[src/rtl/snet_pkg.sv]
// Shared helpers for the colour-steered bank crossbar.
// Assumes nothing beyond elaboration-time integer arguments.
package snet_pkg;
    // Width of each per-engine reach field in the REACH parameter
    localparam int REACH_FW = 4;

    // Index width that never collapses to zero bits
    function automatic int idx_w(input int n);
        return (n > 1) ? $clog2(n) : 1;
    endfunction
endpackage

[src/rtl/snet_color_tbl.sv]
// Per-engine colour table: one write port, two combinational read ports
// (one for the read request, one for the write request).
// Assumes the loader writes only while the engine is idle.
module snet_color_tbl #(
    parameter int TA_W  = 4,
    parameter int COL_W = 3
) (
    input  logic             clk,
    input  logic             rst_n,
    input  logic             we,
    input  logic [TA_W-1:0]  waddr,
    input  logic [COL_W-1:0] wcol,
    input  logic [TA_W-1:0]  ra_a,
    input  logic [TA_W-1:0]  ra_b,
    output logic [COL_W-1:0] col_a,
    output logic [COL_W-1:0] col_b
);
    localparam int ENTRIES = 2 ** TA_W;

    logic [COL_W-1:0] ent [ENTRIES];

    // Clear on reset, store a colour on a load strobe
    always_ff @(posedge clk) begin
        if (!rst_n) begin
            for (int i = 0; i < ENTRIES; i++) ent[i] <= '0;
        end else if (we) begin
            ent[waddr] <= wcol;
        end
    end

    assign col_a = ent[ra_a];
    assign col_b = ent[ra_b];
endmodule

[src/rtl/snet_bank.sv]
// One RAM bank: synchronous read with one cycle latency, synchronous write.
// A read and a write to the same offset in one cycle return the old word.
// Assumes the crossbar presents at most one read and one write per cycle.
module snet_bank #(
    parameter int DEPTH  = 8,
    parameter int OFS_W  = 3,
    parameter int DATA_W = 8
) (
    input  logic              clk,
    input  logic              re,
    input  logic [OFS_W-1:0]  raddr,
    input  logic              we,
    input  logic [OFS_W-1:0]  waddr,
    input  logic [DATA_W-1:0] wdata,
    output logic [DATA_W-1:0] rdata
);
    logic [DATA_W-1:0] mem [DEPTH];

    // Read-before-write storage array
    always_ff @(posedge clk) begin
        if (we) mem[waddr] <= wdata;
        if (re) rdata <= mem[raddr];
    end
endmodule

[src/rtl/snet_ret_sel.sv]
// Return selector for one engine: picks the word of the bank named by the
// delayed colour. Only the first REACH_P banks are wired to this engine.
// Assumes sel arrives aligned with the bank read latency.
module snet_ret_sel #(
    parameter int NBANK   = 6,
    parameter int COL_W   = 3,
    parameter int DATA_W  = 8,
    parameter int REACH_P = 6
) (
    input  logic [NBANK*DATA_W-1:0] bank_q,
    input  logic [COL_W-1:0]        sel,
    output logic [DATA_W-1:0]       data
);
    // Mux over the banks this engine can reach
    always_comb begin
        data = '0;
        for (int b = 0; b < REACH_P; b++) begin
            if (sel == COL_W'(b)) data = bank_q[b*DATA_W +: DATA_W];
        end
    end
endmodule

[src/rtl/snet_xbar.sv]
// Colour-steered crossbar between NPORT decoding engines and NBANK RAM
// banks. Each request is steered to the bank named by the engine's colour
// table entry {order, step}; reads return after one cycle through a
// selector driven by the delayed colour; writes are aligned by one register.
// Assumes a conflict-free colouring; clashes are flagged, not arbitrated
// beyond "lowest engine wins". learn is static while requests are in flight.
module snet_xbar
    import snet_pkg::*;
#(
    parameter int NPORT  = 4,
    parameter int NBANK  = 6,
    parameter int DEPTH  = 8,
    parameter int DATA_W = 8,
    parameter logic [NPORT*REACH_FW-1:0] REACH = {4'd6, 4'd5, 4'd4, 4'd3},
    localparam int OFS_W = idx_w(DEPTH),
    localparam int COL_W = idx_w(NBANK),
    localparam int TA_W  = OFS_W + 1,
    localparam int PW    = idx_w(NPORT)
) (
    input  logic                    clk,
    input  logic                    rst_n,
    input  logic                    learn,
    input  logic                    tbl_we,
    input  logic [PW-1:0]           tbl_port,
    input  logic [TA_W-1:0]         tbl_addr,
    input  logic [COL_W-1:0]        tbl_color,
    input  logic [NPORT-1:0]        rd_req,
    input  logic [NPORT-1:0]        rd_ord,
    input  logic [NPORT*OFS_W-1:0]  rd_step,
    input  logic [NPORT*OFS_W-1:0]  rd_ofs,
    output logic [NPORT-1:0]        rd_valid,
    output logic [NPORT*DATA_W-1:0] rd_data,
    input  logic [NPORT-1:0]        wr_req,
    input  logic [NPORT-1:0]        wr_ord,
    input  logic [NPORT*OFS_W-1:0]  wr_step,
    input  logic [NPORT*OFS_W-1:0]  wr_ofs,
    input  logic [NPORT*DATA_W-1:0] wr_data,
    output logic                    clash,
    output logic                    range_err
);
    // Colours straight out of each table, and colours as used per engine
    logic [NPORT*COL_W-1:0] tcr_f, tcw_f;
    logic [NPORT*COL_W-1:0] rcol_f, wcol_f;
    // Engine-by-bank steering (one-hot per engine when accepted)
    logic [NPORT*NBANK-1:0] rhit_f, whit_f;
    logic [NPORT-1:0]       rout, wout, rd_ok;
    logic [NBANK-1:0]       clash_b;
    // Alignment registers
    logic [NPORT*NBANK-1:0]  wp_hit_f;
    logic [NPORT*OFS_W-1:0]  wp_ofs;
    logic [NPORT*DATA_W-1:0] wp_dat;
    logic [NPORT*COL_W-1:0]  rsel_q;
    logic [NBANK*DATA_W-1:0] bank_q;

    // ---------------- colour tables ----------------
    for (genvar t = 0; t < NPORT; t++) begin : g_tbl
        localparam int PREV = (t + NPORT - 1) % NPORT;
        logic [TA_W-1:0] ta_r, ta_w;

        // In learning mode the table is consulted by the previous engine
        always_comb begin
            if (learn) begin
                ta_r = {rd_ord[PREV], rd_step[PREV*OFS_W +: OFS_W]};
                ta_w = {wr_ord[PREV], wr_step[PREV*OFS_W +: OFS_W]};
            end else begin
                ta_r = {rd_ord[t], rd_step[t*OFS_W +: OFS_W]};
                ta_w = {wr_ord[t], wr_step[t*OFS_W +: OFS_W]};
            end
        end

        snet_color_tbl #(.TA_W(TA_W), .COL_W(COL_W)) u_tbl (
            .clk   (clk),
            .rst_n (rst_n),
            .we    (tbl_we && (tbl_port == PW'(t))),
            .waddr (tbl_addr),
            .wcol  (tbl_color),
            .ra_a  (ta_r),
            .ra_b  (ta_w),
            .col_a (tcr_f[t*COL_W +: COL_W]),
            .col_b (tcw_f[t*COL_W +: COL_W])
        );
    end

    // ---------------- per-engine steering ----------------
    for (genvar p = 0; p < NPORT; p++) begin : g_port
        localparam int NEXT = (p + 1) % NPORT;
        localparam int RP   = int'(REACH[p*REACH_FW +: REACH_FW]);
        localparam logic [COL_W:0] RPV = (COL_W+1)'(RP);

        assign rcol_f[p*COL_W +: COL_W] = learn ? tcr_f[NEXT*COL_W +: COL_W]
                                                : tcr_f[p*COL_W +: COL_W];
        assign wcol_f[p*COL_W +: COL_W] = learn ? tcw_f[NEXT*COL_W +: COL_W]
                                                : tcw_f[p*COL_W +: COL_W];

        assign rout[p]  = rd_req[p] && ({1'b0, rcol_f[p*COL_W +: COL_W]} >= RPV);
        assign wout[p]  = wr_req[p] && ({1'b0, wcol_f[p*COL_W +: COL_W]} >= RPV);
        assign rd_ok[p] = rd_req[p] && !rout[p];

        for (genvar b = 0; b < NBANK; b++) begin : g_hit
            if (b < RP) begin : g_wired
                assign rhit_f[p*NBANK+b] = rd_req[p] &&
                    (rcol_f[p*COL_W +: COL_W] == COL_W'(b));
                assign whit_f[p*NBANK+b] = wr_req[p] &&
                    (wcol_f[p*COL_W +: COL_W] == COL_W'(b));
            end else begin : g_open
                assign rhit_f[p*NBANK+b] = 1'b0;
                assign whit_f[p*NBANK+b] = 1'b0;
            end
        end

        snet_ret_sel #(
            .NBANK(NBANK), .COL_W(COL_W), .DATA_W(DATA_W), .REACH_P(RP)
        ) u_sel (
            .bank_q (bank_q),
            .sel    (rsel_q[p*COL_W +: COL_W]),
            .data   (rd_data[p*DATA_W +: DATA_W])
        );
    end

    // ---------------- banks ----------------
    for (genvar b = 0; b < NBANK; b++) begin : g_bank
        logic [NPORT-1:0]  rcolv, wcolv, wpcolv;
        logic              b_re, b_we;
        logic [OFS_W-1:0]  b_ra, b_wa;
        logic [DATA_W-1:0] b_wd;

        // Gather which engines target this bank
        always_comb begin
            for (int p = 0; p < NPORT; p++) begin
                rcolv[p]  = rhit_f[p*NBANK+b];
                wcolv[p]  = whit_f[p*NBANK+b];
                wpcolv[p] = wp_hit_f[p*NBANK+b];
            end
        end

        // Request mux: scanned high to low so the lowest engine wins
        always_comb begin
            b_re = 1'b0; b_ra = '0;
            b_we = 1'b0; b_wa = '0; b_wd = '0;
            for (int p = NPORT - 1; p >= 0; p--) begin
                if (rcolv[p]) begin
                    b_re = 1'b1;
                    b_ra = rd_ofs[p*OFS_W +: OFS_W];
                end
                if (wpcolv[p]) begin
                    b_we = 1'b1;
                    b_wa = wp_ofs[p*OFS_W +: OFS_W];
                    b_wd = wp_dat[p*DATA_W +: DATA_W];
                end
            end
        end

        assign clash_b[b] = ($countones(rcolv) > 1) || ($countones(wcolv) > 1);

        snet_bank #(.DEPTH(DEPTH), .OFS_W(OFS_W), .DATA_W(DATA_W)) u_bank (
            .clk   (clk),
            .re    (b_re),
            .raddr (b_ra),
            .we    (b_we),
            .waddr (b_wa),
            .wdata (b_wd),
            .rdata (bank_q[b*DATA_W +: DATA_W])
        );
    end

    // Alignment delays, valid return and error flags
    always_ff @(posedge clk) begin
        if (!rst_n) begin
            wp_hit_f  <= '0;
            wp_ofs    <= '0;
            wp_dat    <= '0;
            rsel_q    <= '0;
            rd_valid  <= '0;
            clash     <= 1'b0;
            range_err <= 1'b0;
        end else begin
            wp_hit_f  <= whit_f;
            wp_ofs    <= wr_ofs;
            wp_dat    <= wr_data;
            rsel_q    <= rcol_f;
            rd_valid  <= rd_ok;
            clash     <= |clash_b;
            range_err <= |(rout | wout);
        end
    end
endmodule

[config.mk]
export PLATFORM = sky130hd
export DESIGN_NAME = snet_xbar
export DESIGN_NICKNAME = d
export VERILOG_FILES = /design/src/rtl/snet_pkg.sv /design/src/rtl/snet_color_tbl.sv /design/src/rtl/snet_bank.sv /design/src/rtl/snet_ret_sel.sv /design/src/rtl/snet_xbar.sv
export SDC_FILE = /design/constraint.sdc
export NUM_CORES = 1
export LEC_CHECK = 0
export ABC_CLOCK_PERIOD_IN_PS = 7800
export BUFFER_PORTS_ARGS = -buffer_cell sky130_fd_sc_hd__buf_2
export CELL_PAD_IN_SITES_DETAIL_PLACEMENT = 2
export CELL_PAD_IN_SITES_GLOBAL_PLACEMENT = 2
export CORE_ASPECT_RATIO = 1.2
export CORE_MARGIN = 3
export CORE_UTILIZATION = 31
export DETAILED_ROUTE_END_ITERATION = 8
export GPL_ROUTABILITY_DRIVEN = 0
export PLACE_DENSITY_LB_ADDON = 0.1
export SYNTH_ARGS = -nofsm -noshare
export SYNTH_HDL_FRONTEND = slang
export SYNTH_HIERARCHICAL = 1
export SYNTH_SLANG_ARGS = --single-unit
[constraint.sdc]
create_clock -name clk -period 7.8 [get_ports clk]
set_input_delay 2.34 -clock clk [delete_from_list [all_inputs] [get_ports clk]]
set_output_delay 2.34 -clock clk [all_outputs]
set_load 0.01 [all_outputs]
==> results of run 1 <==
-- cell type report --
type                       instances  area (sq um)  share of cell area, %
timing repair buffer             177           968                   2.45
clock inverter                    37           482                   1.22
clock buffer                     101          2080                   5.27
antenna                           11          27.5                 0.0697
inverter                          29           109                  0.276
sequential                       704         20300                   51.5
multi-input combinational       1538         13600                   34.4
tap                             1496          1870                   4.74
-- critical path, stage by stage --
cell,delay (ns)
buf_4,0.19
mux2_2,0.49
mux4_1,0.61
a22oi_1,0.27
nand3_1,0.37
mux2i_1,0.37
a21boi_1,0.55
nor2_1,0.17
a221oi_1,0.46
o31ai_4,0.11
buf_4,0.24
mux4_1,0.50
mux2_2,0.28
-- logic make-up after synthesis --
logic type	Yosys count
simple gates	851
flops	704
mux	351
compound gates	328
buf+inv	169
fa+ha+maj	8
-- through the flow --
| step | power (mW) | setup slack, ns | std cells | hold WS, ns |
|---|---|---|---|---|
| floorplan | 5.31 | 0.771 | 2411 | 0.680 |
| global placement | 5.89 | 0.646 | 3944 | 0.723 |
| detailed placement | 5.93 | 0.505 | 3944 | 0.740 |
| CTS | 9.71 | 1.22 | 4082 | 0.732 |
| global route | 9.95 | 0.956 | 4086 | 0.766 |
| finish | 9.56 | 1.20 | 4093 | 0.729 |
-- registers in the layout, summed over array words and instances, names as in the netlist --
name / flops
range_err: 1
g_tbl.u_tbl/ent: 192
wp_dat: 32
wp_ofs: 12
rsel_q: 12
g_bank.u_bank/mem: 384
clash: 1
rd_valid: 4
wp_hit_f: 18
g_bank.u_bank/rdata: 48
-- cell usage in the layout, fill, tap and decap left out, types with 7 or more instances in the layout --
cell / netlist / final
mux4_2: 38 / 38
a22oi_2: 8 / 8
o22ai_1: 13 / 13
dfxtp_1: 80 / 80
diode_2: 0 / 11
bufinv_16: 0 / 7
and3_1: 8 / 8
buf_2: 20 / 144
a22oi_1: 33 / 33
buf_4: 2 / 33
and2_1: 252 / 252
nor3_1: 40 / 28
nor3_2: 0 / 12
nor2_1: 163 / 163
inv_1: 28 / 28
a22o_1: 14 / 14
nand2b_1: 51 / 51
mux2_2: 86 / 86
nand3b_1: 34 / 34
edfxtp_1: 624 / 624
clkinv_1: 1 / 9
o21a_1: 15 / 15
mux2i_1: 71 / 71
clkbuf_16: 0 / 78
a221oi_1: 14 / 14
o21ai_0: 104 / 104
nand2_1: 166 / 166
nand4b_1: 9 / 9
nand3_1: 58 / 58
a21oi_1: 79 / 78
nor2b_1: 29 / 29
clkbuf_1: 72 / 19
mux4_1: 154 / 154
o32ai_2: 8 / 8
-- power by group through the flow --
stage                     Clock (mW)  Sequential [mW]  Combinational (mW)
final                           3.73             4.50                1.32
after global routing            4.00             4.52                1.43
after CTS                       3.85             4.51                1.35
after detailed placement           0             4.59                1.34
after global placement             0             4.58                1.31
after floorplan                    0             4.39               0.926
-- worst min path at each step --
stage                     slack (ns)                  startpoint                    endpoint
final                           0.73  g_bank[5].u_bank/mem[7][3]   g_bank[5].u_bank/rdata[3]
after global routing            0.77  g_bank[1].u_bank/mem[1][0]   g_bank[1].u_bank/rdata[0]
after CTS                       0.73  g_bank[5].u_bank/mem[7][3]   g_bank[5].u_bank/rdata[3]
after detailed placement        0.74  g_bank[4].u_bank/mem[5][0]   g_bank[4].u_bank/rdata[0]
after global placement          0.72  g_bank[0].u_bank/mem[5][7]   g_bank[0].u_bank/rdata[7]
after floorplan                 0.68                wp_hit_f[23]  g_bank[5].u_bank/mem[0][5]
-- metal layers --
layer / global-route usage [%] / up-vias
li1: - / 9659
met1: 25.4 / 11400
met2: 36.1 / 431
met3: 2.86 / 122
met4: 4.91 / 8
met5: 0 / -
==> run summary, run 1 <==
Initial DRT Pass Iterations = 5
Vias per inst = 5.28
Site row count = 134
Worst setup path endpoint = g_bank[2].u_bank/rdata[6]
Sequential share of power = 47.1%
# DRC = 0
CTS root buf = clkbuf_16
Fin crit period = 6.60 ns
Critical Path Source = learn
Logic pwr share = 13.8%
Clock share of power = 39.1%
Synth Flop Type = edfxtp_1
Placed inst area = 0.0369 sq mm
WHS Path Cells = 2
Relative slew margins = 8.19%
Die area = 0.116 sq mm
Starting Density = 31.3%
Data arrival, critical path = 7.00 ns
I/O pins = 147
First DRT Iteration DRCs = 1420
RR Startpoint = g_tbl[3].u_tbl/ent[1][0]
NetSw = 2.64 mW
Power density cells = 242 mW/mm^2
Post CTS Setup Buffer Count = 0
Post-Synth XOR/XNOR Area = 0%
Vias in the first global route = 23700
Share of layout cells above drive strength 1 = 18.1%
Die W = 312 um
DIE HEIGHT = 373 um
Setup violations, final = 0
Synthesized area = 0.0348 sq mm
Distinct cells, synth = 68
CTS Buf Count = 78
Largest net degree at the start of global routing = 70
Worst VDD drop = 0.000151 V
Post-synthesis register bit count = 704
Cells after Synth = 2411
Total Wirelength = 118 mm
Crit start category = input port
Post_cts resized = 0
Int Pwr = 6.92 mW
Avg Cell Area, Syn = 14.4 sq um
Placed wire-length estimate = 87.9 mm
Sequential share of the synthesized area = 58.4%
Clk_lat worst skew = 0.67 ns
Wire length per cell = 28.8 um
P_leak = 14.4 nW
FILL cells = 11300
Fin. Hold Viols = 0
CTS sink cnt = 704
Ys Warns = 6
WL met2 = 61.2 mm
Final Cell Area = 0.0395 sq mm
Worst R2R End = g_bank[2].u_bank/rdata[6]
Area contributors post-synth = edfxtp_1 54%, mux4_1 12%, dfxtp_1 4.6%
Actual slew at the worst max-slew pin = 1.37 ns
Congestion Overflow GR = 0
FF-to-FF path depth = 11
Nets@finish = 2645
Total number of vias = 21600
Core area = 0.111 sq mm
Global-route wire length before repair = 170 mm
CP Class = in -> reg
Internal reg-to-reg setup slack = 3.23 ns
Initial antenna violation count = 23
Largest family of logic cells by synthesized area = multiplexers
Status = finished clean
EDFF count, synth = 624
CTS tree = done
Area grow syn2layout = 13.4%
Met3 routed WL = 4.83 mm
F_max = 0.152 GHz
Net Count, Synth = 2528
Hold crit path type = reg -> reg
RSZ-0062 raised after global routing = false
Port bufs = 146
Aggregate global-route resource usage = 20.1%
Cts hold-fix bufs = 0
Final Cycle Share = 84.6%
Max Slew Vio Count = 0
Final Core Density = 35.5%
Setup TNS = 0 ns
Crit Path Max Fanout = 18
CTS clk-pin slew, worst paths = 0.06 ns
Adder and majority gate portion of the synthesized area = 0.417%
Post-synthesis simple-gate area fraction = 13.0%
Compound-cell area share of the yosys netlist = 6.32%
Switching Fraction = 27.6%
Worst Path Required = 8.21 ns
Yosys top cell area share = 53.8%
Final Skew = 0.0313 ns
Synth cell count leaders = 624 x edfxtp_1, 252 x and2_1, 166 x nand2_1
Max clock buf depth = 3
Post-route ant nets = 0
Number of max-cap violations = 0
M1 WL = 49.8 mm
Multiplexer share of the synthesized area = 19.0%
H-tree lvl count = 3
Count leader, synth = edfxtp_1
CP endpoint kind = register
Highest routed layer = met5
Yosys top cell by area = edfxtp_1
FFs w/ async S/R, synth = 0%
Power figures use the tool's default switching activity.
==> run 2, diff against run 1 <==
--- a/config.mk
+++ b/config.mk
@@ -5,7 +5,7 @@
 export SDC_FILE = /design/constraint.sdc
 export NUM_CORES = 1
 export LEC_CHECK = 0
-export ABC_CLOCK_PERIOD_IN_PS = 7800
+export ABC_CLOCK_PERIOD_IN_PS = 6800
 export BUFFER_PORTS_ARGS = -buffer_cell sky130_fd_sc_hd__buf_2
 export CELL_PAD_IN_SITES_DETAIL_PLACEMENT = 2
 export CELL_PAD_IN_SITES_GLOBAL_PLACEMENT = 2
==> constraint.sdc (replaced) <==
create_clock -name clk -period 6.8 [get_ports clk]
set_input_delay 2.04 -clock clk [delete_from_list [all_inputs] [get_ports clk]]
set_output_delay 2.04 -clock clk [all_outputs]
set_load 0.01 [all_outputs]
==> run summary, run 2 (synthesis results as in run 1) <==
Max clock buf depth = 3 (unchanged)
Starting Density = 31.3% (unchanged)
Clock share of power = 38.3% (was 39.1%)
P_leak = 14.5 nW (was 14.4 nW)
Clk_lat worst skew = 0.65 ns (was 0.67 ns)
Worst Path Required = 7.19 ns (was 8.21 ns)
CTS clk-pin slew, worst paths = 0.06 ns (about the same)
FF-to-FF path depth = 10 (was 11)
Initial DRT Pass Iterations = 6 (was 5)
Worst R2R End = g_bank[0].u_bank/rdata[1] (was g_bank[2].u_bank/rdata[6])
I/O pins = 147 (unchanged)
Initial antenna violation count = 19 (was 23)
Area grow syn2layout = 13.8% (was 13.4%)
Site row count = 134 (unchanged)
Fin crit period = 6.13 ns
Placed wire-length estimate = 88.5 mm (was 87.9 mm)
Data arrival, critical path = 6.51 ns (was 7.00 ns)
Post CTS Setup Buffer Count = 0 (unchanged)
Actual slew at the worst max-slew pin = 1.20 ns (was 1.37 ns)
Nets@finish = 2664 (was 2645)
Aggregate global-route resource usage = 20.2% (was 20.1%)
Post_cts resized = 0 (unchanged)
Largest net degree at the start of global routing = 70 (unchanged)
Switching Fraction = 27.8% (was 27.6%)
Relative slew margins = 19.1% (was 8.19%)
DIE HEIGHT = 373 um (unchanged)
Max Slew Vio Count = 0 (unchanged)
Worst VDD drop = 0.000155 V (was 0.000151 V)
CTS tree = done (unchanged)
Hold crit path type = reg -> reg (unchanged)
Fin. Hold Viols = 0 (unchanged)
Hold path startpoint = g_bank[2].u_bank/mem[7][3] (was g_bank[5].u_bank/mem[7][3])
Die W = 312 um (unchanged)
Setup violations, final = 0 (unchanged)
Die area = 0.116 sq mm (unchanged)
RR Startpoint = g_tbl[3].u_tbl/ent[2][0] (was g_tbl[3].u_tbl/ent[1][0])
Commonest non-fill, non-tap cells in the layout = 624 x edfxtp_1, 252 x and2_1, 166 x nand2_1 (unchanged)
F_max = 0.163 GHz
Port bufs = 146 (unchanged)
Logic pwr share = 14.3% (was 13.8%)
Final Skew = 0.0213 ns (was 0.0313 ns)
Biggest regs = g_bank.u_bank/mem: 384 flops, g_tbl.u_tbl/ent: 192 flops, g_bank.u_bank/rdata: 48 flops (unchanged)
RSZ-0062 raised after global routing = false (unchanged)
NetSw = 3.03 mW (was 2.64 mW)
Crit start category = input port (unchanged)
Wire length per cell = 28.8 um (about the same)
Hold endpoint = g_bank[2].u_bank/rdata[3] (was g_bank[5].u_bank/rdata[3])
Cts hold-fix bufs = 0 (unchanged)
Share of layout cells above drive strength 1 = 18.7% (was 18.1%)
First DRT Iteration DRCs = 1248 (was 1420)
Global-route wire length before repair = 171 mm (was 170 mm)
H-tree lvl count = 3 (unchanged)
Max reg flops = 384 (unchanged)
Setup TNS = 0 ns (unchanged)
CTS Buf Count = 79 (was 78)
CP Class = in -> reg (unchanged)
Post-route setup slack = 0.673 ns (was 1.20 ns)
Congestion Overflow GR = 0 (unchanged)
Largest register by flop count = g_bank.u_bank/mem (unchanged)
Pre-CTS WS = -0.0217 ns (was 0.505 ns)
CTS root buf = clkbuf_16 (unchanged)
Sequential share of power = 47.4% (was 47.1%)
Total number of vias = 21700 (was 21600)
FILL cells = 11300 (about the same)
Core area = 0.111 sq mm (unchanged)
Status = finished clean (unchanged)
CTS sink cnt = 704 (unchanged)
Number of max-cap violations = 0 (unchanged)
Vias per inst = 5.27 (was 5.28)
Vias in the first global route = 23800 (was 23700)
CP endpoint kind = register (unchanged)
Commonest non-fill, non-tap cell in the layout = edfxtp_1 (unchanged)
Final Cycle Share = 90.1%
Power density cells = 275 mW/mm^2 (was 242 mW/mm^2)
Post-route ant nets = 0 (unchanged)
Int Pwr = 7.85 mW (was 6.92 mW)
# DRC = 0 (unchanged)
WHS Path Cells = 2 (unchanged)
Total Wirelength = 119 mm (was 118 mm)
Internal reg-to-reg setup slack = 2.47 ns (was 3.23 ns)
Crit Path Max Fanout = 16 (was 18)
## run 2: stage by stage
stage                     util, %  instances  instance area (sq um)  hold WS (ns)  power [mW]
after CTS                    35.6       4105                  39600         0.754        11.1
after detailed placement     33.3       3962                  37100         0.738        6.83
final                        35.6       4116                  39600         0.746        10.9
after global routing         35.6       4107                  39600         0.771        11.3
after global placement       33.3       3962                  37100         0.723        6.79
after floorplan                 -       2411                  34800         0.680        6.09
## run 2: final cells by class
type | count | area (sq um) | share of cell area [%]
tap | 1496 | 1870 | 4.73
inverter | 29 | 109 | 0.275
antenna | 11 | 27.5 | 0.0695
clock buffer | 106 | 2210 | 5.58
multi-input combinational | 1538 | 13600 | 34.3
clock inverter | 37 | 293 | 0.739
sequential | 704 | 20300 | 51.4
timing repair buffer | 195 | 1150 | 2.91
## run 2: how the worst max path moves through the flow
| stage | start | to | slack (ns) | cells after the start |
|---|---|---|---|---|
| after detailed placement | learn | g_bank[1].u_bank/rdata[7] | -0.02 | 13 |
| after CTS | learn | g_bank[0].u_bank/rdata[5] | 0.67 | 12 |
| after floorplan | learn | g_bank[0].u_bank/rdata[1] | 0.07 | 19 |
| final | learn | g_bank[1].u_bank/rdata[7] | 0.67 | 13 |
| after global placement | learn | g_bank[0].u_bank/rdata[6] | 0.09 | 12 |
| after global routing | learn | g_bank[0].u_bank/rdata[1] | 0.50 | 12 |
## run 2: worst max-delay path, stage by stage
cell	delay, ns
buf_4	0.18
mux2_2	0.61
mux4_2	0.59
a22oi_2	0.17
nand3_1	0.30
or3b_4	0.49
a211oi_4	0.43
nor2_2	0.11
a221oi_1	0.44
o31ai_4	0.13
buf_12	0.18
mux4_1	0.49
mux2_2	0.29
## run 2: power by group through the flow
stage | logic (mW) | clock network, mW | registers [mW]
after floorplan | 1.06 | 0 | 5.03
after global placement | 1.54 | 0 | 5.25
after detailed placement | 1.58 | 0 | 5.25
after CTS | 1.59 | 4.31 | 5.16
after global routing | 1.69 | 4.47 | 5.17
final | 1.56 | 4.16 | 5.15
## run 2: per-layer routing
| metal | up-vias | track usage, % | wire (um) |
|---|---|---|---|
| met1 | 11400 | 24.9 | 49300 |
| met2 | 431 | 36.6 | 61400 |
| met3 | 145 | 3.16 | 4980 |
| li1 | 9698 | - | - |
| met5 | - | 0 | 60 |
| met4 | 8 | 5.19 | 2780 |
==> run 3, diff against run 2 <==
--- a/config.mk
+++ b/config.mk
@@ -5,7 +5,7 @@
 export SDC_FILE = /design/constraint.sdc
 export NUM_CORES = 1
 export LEC_CHECK = 0
-export ABC_CLOCK_PERIOD_IN_PS = 6800
+export ABC_CLOCK_PERIOD_IN_PS = 6370
 export BUFFER_PORTS_ARGS = -buffer_cell sky130_fd_sc_hd__buf_2
 export CELL_PAD_IN_SITES_DETAIL_PLACEMENT = 2
 export CELL_PAD_IN_SITES_GLOBAL_PLACEMENT = 2
@@ -15,7 +15,7 @@
 export DETAILED_ROUTE_END_ITERATION = 8
 export GPL_ROUTABILITY_DRIVEN = 0
 export PLACE_DENSITY_LB_ADDON = 0.1
+export SKIP_CTS_REPAIR_TIMING = 1
 export SYNTH_ARGS = -nofsm -noshare
 export SYNTH_HDL_FRONTEND = slang
-export SYNTH_HIERARCHICAL = 1
 export SYNTH_SLANG_ARGS = --single-unit
==> constraint.sdc (replaced) <==
create_clock -name clk -period 6.37 [get_ports clk]
set_input_delay 1.911 -clock clk [delete_from_list [all_inputs] [get_ports clk]]
set_output_delay 1.911 -clock clk [all_outputs]
set_load 0.01 [all_outputs]
==> run summary, run 3 <==
Crit-path slowest cell = a21oi_2 (was mux2_2)
Yosys top cell area share = 53.8% (about the same)
FILL cells = 11600 (was 11300)
Data arrival, critical path = 6.18 ns (was 6.51 ns)
Placed wire-length estimate = 99.6 mm (was 88.5 mm)
Final Skew = 0.0398 ns (was 0.0213 ns)
Ys Warns = 0 (was 6)
Yosys top cell by area = edfxtp_1 (unchanged)
Net Count, Synth = 2897 (was 2528)
Biggest regs = g_bank.u_bank.mem: 384 flops, g_tbl.u_tbl.ent: 192 flops, g_bank.u_bank.rdata: 48 flops (was g_bank.u_bank/mem: 384 flops, g_tbl.u_tbl/ent: 192 flops, g_bank.u_bank/rdata: 48 flops)
Post-route ant nets = 0 (unchanged)
Total number of vias = 24200 (was 21700)
Synthesized area = 0.0348 sq mm (about the same)
Vias per inst = 5.29 (was 5.27)
Initial DRT Pass Iterations = 5 (was 6)
First DRT Iteration DRCs = 1764 (was 1248)
Area contributors post-synth = edfxtp_1 54%, mux2i_1 5.8%, mux4_2 5.2% (was edfxtp_1 54%, mux4_1 12%, dfxtp_1 4.6%)
Register area = 0.0203 sq mm (unchanged)
Synth Flop Type = edfxtp_1 (unchanged)
Critical path, cell by cell = buf_4 -> buf_12 -> mux2i_4 -> nand2_1 -> a32oi_1 -> a21oi_2 -> a32oi_1 -> a2111oi_4 -> a41oi_1 -> a221oi_2 -> a21oi_2 -> mux2_2 -> o22ai_1 -> nor2_1 -> buf_4 (was buf_4 -> mux2_2 -> mux4_2 -> a22oi_2 -> nand3_1 -> or3b_4 -> a211oi_4 -> nor2_2 -> a221oi_1 -> o31ai_4 -> buf_12 -> mux4_1 -> mux2_2)
RSZ-0062 raised after global routing = false (unchanged)
Clock share of power = 39.8% (was 38.3%)
Setup violations, final = 0 (unchanged)
Sequential share of the synthesized area = 58.4% (about the same)
NetSw = 3.40 mW (was 3.03 mW)
Crit start category = input port (unchanged)
Post-route setup slack = 0.637 ns (was 0.673 ns)
Power Total = 12.1 mW (was 10.9 mW)
Final Cycle Share = 90.0%
Largest net degree at the start of global routing = 65 (was 70)
EDFF count, synth = 624 (unchanged)
CP peak stage delay = 0.80 ns (was 0.61 ns)
Site row count = 134 (unchanged)
Nets@finish = 3123 (was 2664)
Share of layout cells above drive strength 1 = 20.7% (was 18.7%)
I/O pins = 147 (unchanged)
Buf/Inv on CP = 3 (was 2)
Synth cell count leaders = 624 x edfxtp_1, 272 x nor2_1, 261 x nand2_1 (was 624 x edfxtp_1, 252 x and2_1, 166 x nand2_1)
Avg Cell Area, Syn = 12.5 sq um (was 14.4 sq um)
DP Cell Count = 4419 (was 3962)
H-tree lvl count = 3 (unchanged)
Global-route wire length before repair = 191 mm (was 171 mm)
Post-synthesis register bit count = 704 (unchanged)
Total Wirelength = 131 mm (was 119 mm)
Hold crit path type = reg -> reg (unchanged)
Commonest non-fill, non-tap cells in the layout = 624 x edfxtp_1, 272 x nor2_1, 261 x nand2_1 (was 624 x edfxtp_1, 252 x and2_1, 166 x nand2_1)
CTS root buf = clkbuf_16 (unchanged)
# DRC = 0 (unchanged)
DIE HEIGHT = 373 um (about the same)
F_max = 0.174 GHz
Aggregate global-route resource usage = 22.4% (was 20.2%)
Int Pwr = 8.71 mW (was 7.85 mW)
Final Cell Area = 0.0407 sq mm (was 0.0396 sq mm)
Area of the multi-input gates = 0.0136 sq mm (about the same)
Die W = 312 um (about the same)
Fin crit period = 5.73 ns
CTS clk-pin slew, worst paths = 0.06 ns (about the same)
Power density cells = 298 mW/mm^2 (was 275 mW/mm^2)
Port bufs = 146 (unchanged)
Vias in the first global route = 26900 (was 23800)
Switching Fraction = 28.1% (was 27.8%)
Sequential share of power = 45.1% (was 47.4%)
Cells after Synth = 2780 (was 2411)
FFs w/ async S/R, synth = 0% (unchanged)
Max Slew Vio Count = 0 (unchanged)
Distinct cells, synth = 90 (was 68)
P_leak = 15.5 nW (was 14.5 nW)
Relative slew margins = 12.3% (was 19.1%)
Fin. Hold Viols = 0 (unchanged)
Starting Density = 31.3% (about the same)
Max clock buf depth = 3 (unchanged)
Area grow syn2layout = 16.8% (was 13.8%)
Pre-CTS WS = -0.174 ns (was -0.0217 ns)
Count leader, synth = edfxtp_1 (unchanged)
Core area = 0.111 sq mm (unchanged)
Status = finished clean (unchanged)
CTS sink cnt = 704 (unchanged)
Clk_lat worst skew = 0.70 ns (was 0.65 ns)
CP endpoint kind = register (unchanged)
Crit Path Max Fanout = 17 (was 16)
Commonest non-fill, non-tap cell in the layout = edfxtp_1 (unchanged)
CTS tree = done (unchanged)
Initial antenna violation count = 14 (was 19)
Die area = 0.116 sq mm (about the same)
CP Class = in -> reg (unchanged)
Worst VDD drop = 0.000217 V (was 0.000155 V)
Congestion Overflow GR = 0 (unchanged)
Actual slew at the worst max-slew pin = 1.31 ns (was 1.20 ns)
Worst Path Required = 6.82 ns (was 7.19 ns)
Max reg flops = 384 (unchanged)
Logic pwr share = 15.0% (was 14.3%)
Wire length per cell = 28.7 um (was 28.8 um)
Post-Layout Cell Count = 4580 (was 4116)
Placed inst area = 0.0379 sq mm (was 0.0371 sq mm)
Number of max-cap violations = 0 (unchanged)
Crit-path leading delay family = compound AO/OA/AOI/OAI gates (was multiplexers)
CTS Buf Count = 81 (was 79)
Final Core Density = 36.5% (was 35.6%)
Largest register by flop count = g_bank.u_bank.mem (was g_bank.u_bank/mem)
[run 3: cell count changes in the layout (fill, tap and decap cells not counted), sizes merged, moves of 47 or more]
cell / change
mux2i: +139
mux4: -111
nor2: +103
buf: +100
nand2: +96
a32oi: +47
[run 3: kinds of logic after synthesis]
kind of cell             Yosys count  synth area share [%]
buffers and inverters            192                  2.66
multiplexers                     383                  14.5
flip-flops                       704                  58.4
AND/OR/NAND/NOR                  980                  13.7
adder cells (fa/ha/maj)            8                 0.417
AO/OA/AOI/OAI                    513                  10.3
[run 3: tightest hold or removal path, delay by kind of cell (launching register included)]
family           cells  cell delay [ns]
flip-flops           1             0.32
multiplexers         1             0.14
AND/OR/NAND/NOR      1             0.08
AO/OA/AOI/OAI        1             0.06
[run 3: per-stage QoR]
stage	hold WS [ns]	setup TNS (ns)
2_1_floorplan	0.644	0
4_1_cts	0.693	0
5_1_grt	0.716	0
6_report	0.687	0
3_5_place_dp	0.693	-0.599
3_3_place_gp	0.670	0
[run 3: worst paths after layout]
kind	from	to	slack [ns]	depth (start not counted)
setup / recovery	learn	g_bank[0].u_bank.rdata[4]	0.64	15
hold / removal	g_bank[0].u_bank.mem[4][5]	g_bank[0].u_bank.rdata[5]	0.69	3
setup reg to reg	g_tbl[3].u_tbl.ent[11][2]	g_bank[2].u_bank.rdata[0]	2.31	12
hold reg to reg	g_bank[0].u_bank.mem[4][5]	g_bank[0].u_bank.rdata[5]	0.69	3
[run 3: power groups by stage]
| stage | Combinational, mW | Sequential (mW) | Clock (mW) |
|---|---|---|---|
| CTS | 1.84 | 5.47 | 4.97 |
| floorplan | 1.13 | 5.37 | 0 |
| global placement | 1.79 | 5.56 | 0 |
| global route | 1.96 | 5.48 | 5.14 |
| finish | 1.82 | 5.47 | 4.82 |
| detailed placement | 1.83 | 5.57 | 0 |
[run 3: metal layers]
metal	GRT usage, %	wire (um)	vias up	share of wire, %
met5	0	0	-	0
met4	8.72	4940	0	3.8
met3	2.85	4500	193	3.4
met2	40.5	68100	470	52
met1	27.0	53900	12600	41
li1	-	-	11000	-
[run 3: final cells by class]
class / count / share of cell area, %
sequential: 704 / 50.0
multi-input combinational: 1884 / 33.5
clock buffer: 103 / 5.41
timing repair buffer: 295 / 4.77
tap: 1496 / 4.60
clock inverter: 49 / 1.33
inverter: 40 / 0.369
antenna: 9 / 0.0554
